## src/rtl/pwm_irq_pkg.sv

```systemverilog
package pwm_irq_pkg;
  localparam int NUM_CAUSE = 3;
  localparam int FLAG_LSB  = 0;
  localparam int EN_LSB    = 4;
  localparam int CAUSE_BE  = 0;
  localparam int CAUSE_AM  = 1;
  localparam int CAUSE_BM  = 2;

  typedef struct packed {
    logic [NUM_CAUSE-1:0] setFlag;
    logic [NUM_CAUSE-1:0] clrFlag;
    logic                 enWr;
    logic [NUM_CAUSE-1:0] enData;
    logic                 reqGate;
  } ctrlStrobe_t;
endpackage

```

## src/rtl/pwm_irq_ctrl.sv

```systemverilog
module pwm_irq_ctrl
  import pwm_irq_pkg::*;
(
  input  logic                 clk,
  input  logic                 rstN,
  input  logic                 cntEqA,
  input  logic                 cntEqB,
  input  logic                 bufLoad,
  input  logic                 bufWrite,
  input  logic                 runEn,
  input  logic                 softReset,
  input  logic                 splitMode,
  input  logic                 pcm8Mode,
  input  logic                 regWrEn,
  input  logic [NUM_CAUSE-1:0] wrFlagBits,
  input  logic [NUM_CAUSE-1:0] wrEnBits,
  input  logic                 beFlag,
  output ctrlStrobe_t          strb,
  output logic                 dmaReq
);
  logic bufFull;
  logic armed;
  logic runQ;
  logic runRise;

  assign runRise = runEn & ~runQ;

  always_ff @(posedge clk) begin
    if (!rstN) begin
      bufFull <= 1'b0;
      armed   <= 1'b0;
      runQ    <= 1'b0;
    end else begin
      runQ <= runEn;
      if (softReset)     bufFull <= 1'b0;
      else if (bufWrite) bufFull <= 1'b1;
      else if (bufLoad)  bufFull <= 1'b0;
      if (softReset)     armed <= 1'b0;
      else if (runRise)  armed <= 1'b1;
    end
  end

  always_comb begin
    strb = '0;
    strb.setFlag[CAUSE_BE] = softReset | bufLoad;
    strb.setFlag[CAUSE_AM] = cntEqA & ~splitMode & ~pcm8Mode;
    strb.setFlag[CAUSE_BM] = cntEqB;
    strb.clrFlag           = regWrEn ? wrFlagBits : '0;
    strb.clrFlag[CAUSE_BE] = regWrEn & wrFlagBits[CAUSE_BE] & bufFull;
    strb.enWr              = regWrEn;
    strb.enData            = wrEnBits;
    strb.reqGate           = armed & runEn;
  end

  assign dmaReq = beFlag & strb.reqGate & ~bufFull;


  soft_reset_quiet_chk: assert property (@(posedge clk) disable iff (!rstN)
    softReset |=> !dmaReq);


  write_drops_dma_chk: assert property (@(posedge clk) disable iff (!rstN)
    bufWrite |=> !dmaReq);
endmodule

```

## src/rtl/pwm_irq_regs.sv

```systemverilog
module pwm_irq_regs
  import pwm_irq_pkg::*;
#(
  parameter int REG_W = 8
) (
  input  logic                 clk,
  input  logic                 rstN,
  input  ctrlStrobe_t          strb,
  output logic [NUM_CAUSE-1:0] flags,
  output logic [NUM_CAUSE-1:0] enables,
  output logic [REG_W-1:0]     regRdData,
  output logic                 irqOut
);
  logic [NUM_CAUSE-1:0] gateMask;

  for (genvar i = 0; i < NUM_CAUSE; i++) begin : g_flag
    always_ff @(posedge clk) begin
      if (!rstN)                 flags[i] <= 1'b0;
      else if (strb.setFlag[i])  flags[i] <= 1'b1;
      else if (strb.clrFlag[i])  flags[i] <= 1'b0;
    end


    set_wins_chk: assert property (@(posedge clk) disable iff (!rstN)
      strb.setFlag[i] |=> flags[i]);


    no_spurious_clear_chk: assert property (@(posedge clk) disable iff (!rstN)
      $fell(flags[i]) |-> $past(strb.clrFlag[i]));

    if (i == CAUSE_BE) begin : g_gate_be
      assign gateMask[i] = strb.reqGate;
    end else begin : g_gate_other
      assign gateMask[i] = 1'b1;
    end
  end

  always_ff @(posedge clk) begin
    if (!rstN)          enables <= '0;
    else if (strb.enWr) enables <= strb.enData;
  end

  always_comb begin
    regRdData = '0;
    regRdData[FLAG_LSB +: NUM_CAUSE] = flags;
    regRdData[EN_LSB   +: NUM_CAUSE] = enables;
  end

  assign irqOut = |(flags & enables & gateMask);
endmodule

```

## src/rtl/pwm_irq_unit.sv

```systemverilog
module pwm_irq_unit
  import pwm_irq_pkg::*;
#(
  parameter int REG_W = 8
) (
  input  logic             clk,
  input  logic             rstN,
  input  logic             cntEqA,
  input  logic             cntEqB,
  input  logic             bufLoad,
  input  logic             bufWrite,
  input  logic             runEn,
  input  logic             softReset,
  input  logic             splitMode,
  input  logic             pcm8Mode,
  input  logic             regWrEn,
  input  logic [REG_W-1:0] regWrData,
  output logic [REG_W-1:0] regRdData,
  output logic             irqOut,
  output logic             dmaReq
);
  ctrlStrobe_t          strb;
  logic [NUM_CAUSE-1:0] flags;
  logic [NUM_CAUSE-1:0] enables;
  logic                 unusedWrBits;

  assign unusedWrBits = ^{regWrData[EN_LSB-1], regWrData[REG_W-1:EN_LSB+NUM_CAUSE]};

  pwm_irq_ctrl u_ctrl (
    .clk        (clk),
    .rstN       (rstN),
    .cntEqA     (cntEqA),
    .cntEqB     (cntEqB),
    .bufLoad    (bufLoad),
    .bufWrite   (bufWrite),
    .runEn      (runEn),
    .softReset  (softReset),
    .splitMode  (splitMode),
    .pcm8Mode   (pcm8Mode),
    .regWrEn    (regWrEn),
    .wrFlagBits (regWrData[FLAG_LSB +: NUM_CAUSE]),
    .wrEnBits   (regWrData[EN_LSB +: NUM_CAUSE]),
    .beFlag     (flags[CAUSE_BE]),
    .strb       (strb),
    .dmaReq     (dmaReq)
  );

  pwm_irq_regs #(.REG_W(REG_W)) u_regs (
    .clk       (clk),
    .rstN      (rstN),
    .strb      (strb),
    .flags     (flags),
    .enables   (enables),
    .regRdData (regRdData),
    .irqOut    (irqOut)
  );


  a_match_mode_chk: assert property (@(posedge clk) disable iff (!rstN)
    $rose(flags[CAUSE_AM]) |-> $past(cntEqA && !splitMode && !pcm8Mode));


  no_enable_no_irq_chk: assert property (@(posedge clk) disable iff (!rstN)
    (regRdData[EN_LSB +: NUM_CAUSE] == '0) |-> !irqOut);
endmodule

```

## config.mk

```make
export PLATFORM = sky130hd
export DESIGN_NAME = pwm_irq_unit
export DESIGN_NICKNAME = d
export VERILOG_FILES = /design/src/rtl/pwm_irq_pkg.sv /design/src/rtl/pwm_irq_ctrl.sv /design/src/rtl/pwm_irq_regs.sv /design/src/rtl/pwm_irq_unit.sv
export SDC_FILE = /design/constraint.sdc
export NUM_CORES = 1
export LEC_CHECK = 0
export BUFFER_PORTS_ARGS = -buffer_cell sky130_fd_sc_hd__clkbuf_2
export CAP_MARGIN = 5
export CORE_MARGIN = 2
export CORE_UTILIZATION = 30
export CTS_BUF_LIST = sky130_fd_sc_hd__clkbuf_2
export DETAILED_ROUTE_END_ITERATION = 8
export GPL_TIMING_DRIVEN = 0
export PLACE_DENSITY = 0.66
export SLEW_MARGIN = 20
export SYNTH_ARGS = -nofsm -noshare
export SYNTH_HDL_FRONTEND = slang
export SYNTH_SLANG_ARGS = --single-unit
```

## constraint.sdc

```tcl
create_clock -name clk -period 0.8 [get_ports clk]
set_input_delay 0.24 -clock clk [delete_from_list [all_inputs] [get_ports clk]]
set_output_delay 0.24 -clock clk [all_outputs]
set_load 0.02 [all_outputs]
```

# After elaboration in Yosys (flattened, before gate mapping)
# Index checks and enable logic that the tools add are counted.
totals:
  out_inout_bits: 10
  word_cells: 38
  register_bits: 9
  in_bits: 19
op_classes:
  reduce_logical: 6
  n_mux: 9
  n_bitwise: 16
op_table:
  columns: ["cell", "count"]
  rows:
  - ["1-bit bitwise AND", 8]
  - ["1-bit 2-to-1 mux", 8]
  - ["2-bit nonzero test", 4]
  - ["3-bit bitwise AND", 2]
  - ["1-bit inverter", 5]
  - ["3-bit 2-to-1 mux", 1]
  - ["3-bit OR reduction", 1]
  - ["2-bit OR reduction", 1]
  - ["1-bit OR", 1]

# Logic depth before layout (Yosys ltp)
# Gate-level depths: netlist (run 1).
logic_depth:
  word_depth: 4
  ltp_mapped: 3
  depth_no_buf: 2

# Hierarchy
# From an unflattened synthesis (run 1), not the netlist that was laid out.
hier_totals:
  cells_unflattened: 53
  hier_area_um2: 481.7
modules_own_cells:
  columns: ["mod", "cells_per_inst", "n_inst", "seq_area_each_um2", "area_each_um2"]
  rows:
  - ["pwm_irq_regs", 30, 1, 120.1, 290.3]
  - ["pwm_irq_ctrl", 23, 1, 60.1, 191.4]

# Worst setup path after synthesis (run 1)
# No wires, ideal clock.
synth_path:
  kind: "register to output"
  startpoint: "reg u_regs.enables[0]"
  endpoint: "out irqOut"
  path_slack_ns: -0.427
  n_path_buf: 0
  arrival_ns: 0.987
  t_required_ns: 0.560
  path_stages_with_launch: 3
  path_cell_list: "dfxtp_1 inv_1 o21ai_0"
synth_via:
  elab_chain_len: 3
synth_lines:
  columns: ["element", "line_no", "rtl"]
  rows:
  - ["from (decl)", "pwm_irq_regs.sv:10", "output logic [NUM_CAUSE-1:0] enables,"]
  - ["from (signal assigned)", "pwm_irq_regs.sv:40", "else if (strb.enWr) enables <= strb.enData;"]
  - ["3-bit bitwise AND (2 in series)", "pwm_irq_regs.sv:49", "assign irqOut = |(flags & enables & gateMask);"]
  - ["3-bit OR reduction", "pwm_irq_regs.sv:49", null]
  - ["to (decl)", "pwm_irq_unit.sv:19", "output logic irqOut,"]
# No other way between the ends.

# Final worst setup path (run 1)
layout_path:
  startpoint: "reg u_regs.enables[2]"
  endpoint: "out irqOut"
# Same word-level chain as after synthesis.

==> impl_metrics.py, run 1 <==
metrics = {
    "grt": {
        "first_global_vias": 327,
        "antenna_found_initial": 0,
        "grt_pass1_wl_mm": 1.28,
        "overflow": 0,
        "grt_max_degree": 9,
        "grt_usage_pct": 13.5,
    },
    "critical_path": {
        "criticalPathCategory": "reg2out",
        "crit_end": "irqOut",
        "r2r_slack_ns": -0.15,
        "startpoint_type": "flop",
        "worstPathArrival_ns": 1.02,
        "worstRegToRegCells": 4,
        "crit_start": "u_regs.enables[2]",
        "r2r_start": "u_regs.flags[2]",
        "reg2reg_to": "u_regs.flags[2]",
        "path_max_fanout": 3,
        "cp.required_ns": 0.56,
        "endpoint_kind": "output pin",
    },
    "job": {
        "drv_cap": 0,
    },
    "clock_tree": {
        "clk_latency_ns": 0.24,
        "cts_tree": "built",
        "cts_buffers": 3,
        "clk_pin_slew_ns": 0.08,
        "ctsHoldBuffers": 0,
        "htree_levels": 1,
        "clkSinkCount": 9,
        "cts_root_buf": "clkbuf_2",
        "clock_path_buffers": 2,
    },
    "floorplan": {
        "pin_count": 29,
        "dieHeight_um": 40.0,
        "std_cell_rows": 12,
        "die_w_um": 40.0,
        "die-area_um2": 1600,
        "initial_core_util_pct": 33.7,
        "coreArea_um2": 1160,
    },
    "timing": {
        "period_minus_slack_ns": 1.26,
        "slew_viol_final": 0,
        "setup_violations": 10,
        "whs_ns": 0.208,
        "layout_setup_ws_ns": -0.464,
        "rsz0062_at_grt": "true",
        "fmax_ghz": 0.791,
        "finalHoldViolCount": 0,
        "min_period_over_period_pct": 158,
        "skew_ns": 0.00666,
    },
    "drt": {
        "ant_nets": 0,
        "dr_total_vias": 389,
        "wl_per_cell_um": 10.4,
        "drt-total-wl_um": 912,
        "drtIter0Drc": 4,
        "drc": 0,
        "drtPass1Iterations": 4,
        "vias_per_cell": 4.42,
    },
    "yosys": {
        "ys_seq_elements": 9,
        "synth.distinct_cells": 18,
        "syn_area_um2": 389,
        "synth_warnings": 0,
        "avgSynthCellArea_um2": 9.49,
        "synthCells": 41,
        "synth-seq-area-share_pct": 46.3,
    },
    "power_and_ir_drop": {
        "p_comb_share_pct": 25.9,
        "leakage_nw": 0.344,
        "seq_power_share_pct": 48.0,
        "clkPwrFrac_pct": 26.2,
        "switching_share_pct": 26.5,
        "intPower_mw": 0.770,
        "fin_total_pwr_mw": 1.05,
        "vdd_ir_drop_max_v": 0.00119,
        "p_sw_mw": 0.277,
        "power_density_nw_per_um2": 1400,
    },
    "placed_design": {
        "gp_congestion": 0.645,
        "postPlaceCellArea_um2": 561,
        "dp_worst_setup_slack_ns": -0.258,
        "dpl.cell_count": 79,
        "port_buffers": 23,
    },
    "cells_and_area": {
        "finish.instance_area_um2": 747,
        "layout_commonest_cell": "clkbuf_2",
        "drive_gt1_share_pct": 67.6,
        "nFillCells": 94,
        "area_growth_pct": 92.0,
        "final_cell_mix": "19 x clkbuf_2, 8 x buf_8, 6 x dfxtp_2",
        "diodes": 0,
        "final_cells": 88,
        "nets": 94,
    },
    "worst_hold_path": {
        "whs_path_depth": 2,
        "hold_class": "in2reg",
    },
    "status": {
        "violations": "setup timing",
        "outcome": "finished, violations left",
    },
}
[synthesized netlist by cell type (all sizes together)]
library cell,n,area [um2]
a21boi,2,15.0
o21a,2,15.0
buf,4,30.0
and2,1,7.51
nor2,2,7.51
dfxtp,9,180
o31ai,1,7.51
nand2b,3,18.8
nor3b,1,7.51
nor2b,3,18.8
a22oi,1,7.51
a21oi,2,10.0
inv,3,11.3
mux2i,3,30.0
o21ai,1,5.00
nand3,1,5.00
a41oi,1,8.76
conb,1,3.75
[flip-flops by register name, indices dropped and copies added, names as in the netlist]
signal and flops:
u_ctrl.runQ 1, u_regs.enables 3, u_ctrl.bufFull 1, u_ctrl.armed 1
u_regs.flags 3
[area by class of cell]
class	instances	area [um2]	share of cell area (%)
repair buffers	28	244	32.7
multi-input cells	26	229	30.7
flip-flops and latches	9	191	25.6
plain buffers	4	33.8	4.52
clock buffers	4	20.0	2.68
well taps	14	17.5	2.35
inverters	3	11.3	1.51
[power by group through the flow]
stage / combinational (mW) / clock [mW] / sequential (mW)
after CTS: 0.230 / 0.292 / 0.500
after global routing: 0.291 / 0.311 / 0.505
after global placement: 0.176 / 0 / 0.507
final: 0.271 / 0.274 / 0.502
after detailed placement: 0.178 / 0 / 0.508
after floorplan: 0.0889 / 0 / 0.523
[per-stage QoR]
stage                     setup TNS, ns  utilization (%)
final                             -2.46             64.6
after global routing              -2.91             64.6
after CTS                         -2.44             59.7
after detailed placement         -0.472             48.5
after global placement           -0.467             48.5
after floorplan                  -0.159                -
[kinds of logic after synthesis]
logic type / Yosys count / synth area share [%]
and+or+nand+nor: 11 / 16.7
AOI/OAI and AO/OA: 10 / 17.7
DFF: 9 / 46.3
buffers and inverters: 7 / 10.6
muxes: 3 / 7.72
other: 1 / 0.964
[per-layer routing]
| metal | vias up | wire length [um] | GRT usage (%) |
|---|---|---|---|
| met5 | - | 0 | 0 |
| met4 | 0 | 8 | 7.76 |
| met3 | 2 | 100 | 8.89 |
| met2 | 21 | 463 | 22.6 |
| met1 | 169 | 339 | 12.0 |
| li1 | 197 | - | - |
[repair_timing]
item / 4_1_cts / 5_1_grt
setup buffers: 2 / 3
endpoints found under the setup margin: 8 / 10
cloned: 0 / 0
pin swaps: 3 / 1
resized for setup: 21 / 12
[how the worst min path moves through the flow]
stage	end	start
after global routing	u_regs.flags[2]	cntEqB
after global placement	u_ctrl.armed	u_ctrl.armed
final	u_regs.flags[2]	cntEqB
after floorplan	u_regs.flags[2]	rstN
after detailed placement	u_ctrl.armed	u_ctrl.armed
after CTS	u_regs.flags[0]	regWrData[0]
[critical path, cell delays in order, from the launching register on]
cell,delay (ns)
dfxtp_2,0.34
a22oi_2,0.23
o21ai_4,0.08
buf_8,0.13
No activity file was read; power rests on OpenSTA's default activity.
==> inputs of run 2 (changes only) <==
==> constraint.sdc (replaced) <==
create_clock -name clk -period 0.8 [get_ports clk]
set_input_delay 0.24 -clock clk [delete_from_list [all_inputs] [get_ports clk]]
set_output_delay 0.24 -clock clk [all_outputs]
set_load 0.01 [all_outputs]
==> impl_metrics.py, run 2 (same netlist as run 1, synthesis figures left out) <==
metrics = {
    "drt": {
        "ant_nets": 0,
        "drc": 0,
        "drtPass1Iterations": 4,
        "drt-total-wl_um": 902,
        "wl_per_cell_um": 10.3,
        "vias_per_cell": 4.39,
        "dr_total_vias": 386,
        "drtIter0Drc": 3,
    },
    "timing": {
        "min_period_over_period_pct": 149,
        "setup_violations": 10,
        "fmax_ghz": 0.840,
        "slew_viol_final": 0,
        "layout_setup_ws_ns": -0.390,
        "rsz0062_at_grt": "true",
        "skew_ns": 0.00271,
        "finalHoldViolCount": 0,
        "period_minus_slack_ns": 1.19,
        "tns_ns": -2.31,
    },
    "floorplan": {
        "initial_core_util_pct": 33.7,
        "std_cell_rows": 12,
        "die_w_um": 40.0,
        "coreArea_um2": 1160,
        "pin_count": 29,
        "dieHeight_um": 40.0,
        "die-area_um2": 1600,
    },
    "power_and_ir_drop": {
        "intPower_mw": 0.751,
        "switching_share_pct": 25.1,
        "vdd_ir_drop_max_v": 0.00126,
        "p_sw_mw": 0.252,
        "fin_total_pwr_mw": 1.00,
        "seq_power_share_pct": 49.7,
        "p_comb_share_pct": 22.3,
        "clkPwrFrac_pct": 27.9,
        "leakage_nw": 0.331,
        "power_density_nw_per_um2": 1480,
    },
    "clock_tree": {
        "clk_pin_slew_ns": 0.08,
        "cts_tree": "built",
        "htree_levels": 1,
        "cts_root_buf": "clkbuf_2",
        "ctsHoldBuffers": 0,
        "clk_latency_ns": 0.24,
        "clkSinkCount": 9,
        "clock_path_buffers": 2,
        "cts_buffers": 3,
    },
    "cells_and_area": {
        "area_growth_pct": 74.3,
        "diodes": 0,
        "drive_gt1_share_pct": 66.2,
        "final_cell_mix": "20 x clkbuf_2, 11 x buf_6, 7 x dfxtp_2",
        "nets": 94,
        "final_cells": 88,
        "post-route-util_pct": 58.7,
        "nFillCells": 98,
        "layout_commonest_cell": "clkbuf_2",
        "reg_top3": "u_regs.enables x3, u_regs.flags x3",
    },
    "critical_path": {
        "criticalPathCategory": "reg2out",
        "path_max_fanout": 2,
        "worstPathArrival_ns": 0.95,
        "startpoint_type": "flop",
        "cp.required_ns": 0.56,
        "endpoint_kind": "output pin",
    },
    "job": {
        "drv_cap": 0,
    },
    "grt": {
        "overflow": 0,
        "grt_usage_pct": 14.0,
        "grt_pass1_wl_mm": 1.28,
        "antenna_found_initial": 0,
        "first_global_vias": 299,
        "grt_max_degree": 9,
    },
    "worst_hold_path": {
        "hold_class": "in2reg",
    },
    "status": {
        "outcome": "finished, violations left",
        "violations": "setup timing",
    },
    "placed_design": {
        "dpl.cell_count": 79,
        "gp_congestion": 0.608,
        "port_buffers": 23,
        "dp_worst_setup_slack_ns": -0.180,
    },
}
[run 2: layout make-up]
| type | instances | area, um2 | area share [%] |
|---|---|---|---|
| plain buffers | 4 | 33.8 | 4.98 |
| clock buffers | 4 | 20.0 | 2.95 |
| inverters | 3 | 11.3 | 1.66 |
| multi-input cells | 26 | 201 | 29.7 |
| flip-flops and latches | 9 | 189 | 27.9 |
| well taps | 14 | 17.5 | 2.58 |
| repair buffers | 28 | 205 | 30.3 |
[run 2: metrics by stage]
stage,hold slack [ns],instance area [um2]
floorplan,0.358,413
global placement,0.444,546
detailed placement,0.454,546
CTS,0.195,638
global route,0.181,678
finish,0.208,678
[run 2: path summary, 6_finish.rpt]
check | start | to | slack (ns) | cells past startpoint
hold reg to reg | u_ctrl.armed | u_ctrl.armed | 0.46 | 2
hold / removal | bufWrite | u_ctrl.bufFull | 0.21 | 3
setup reg to reg | u_regs.flags[2] | u_regs.flags[2] | -0.15 | 4
setup / recovery | u_regs.flags[2] | irqOut | -0.39 | 3
[run 2: timing repair]
item | CTS | global route
buffers inserted | 5 | 1
resized for setup | 11 | 13
pin swaps | 4 | 0
endpoints found under the setup margin | 8 | 10
[run 2: critical path, stage by stage (launching register included)]
cell      delay, ns
dfxtp_2        0.33
a22oi_2        0.18
o21ai_2        0.07
clkbuf_2       0.13
[run 2: layer usage]
layer	track usage, %	part of all wire (%)	vias up
met2	21.8	55	16
met5	0	0	-
met1	13.5	35	167
met3	10.0	8.4	2
li1	-	-	201
met4	7.76	1.1	0
[run 2: power by group through the flow]
stage	clock [mW]	combinational, mW	sequential (mW)
6_report	0.280	0.224	0.499
5_1_grt	0.330	0.244	0.501
4_1_cts	0.293	0.199	0.497
3_5_place_dp	0	0.152	0.508
3_3_place_gp	0	0.150	0.507
2_1_floorplan	0	0.0759	0.510
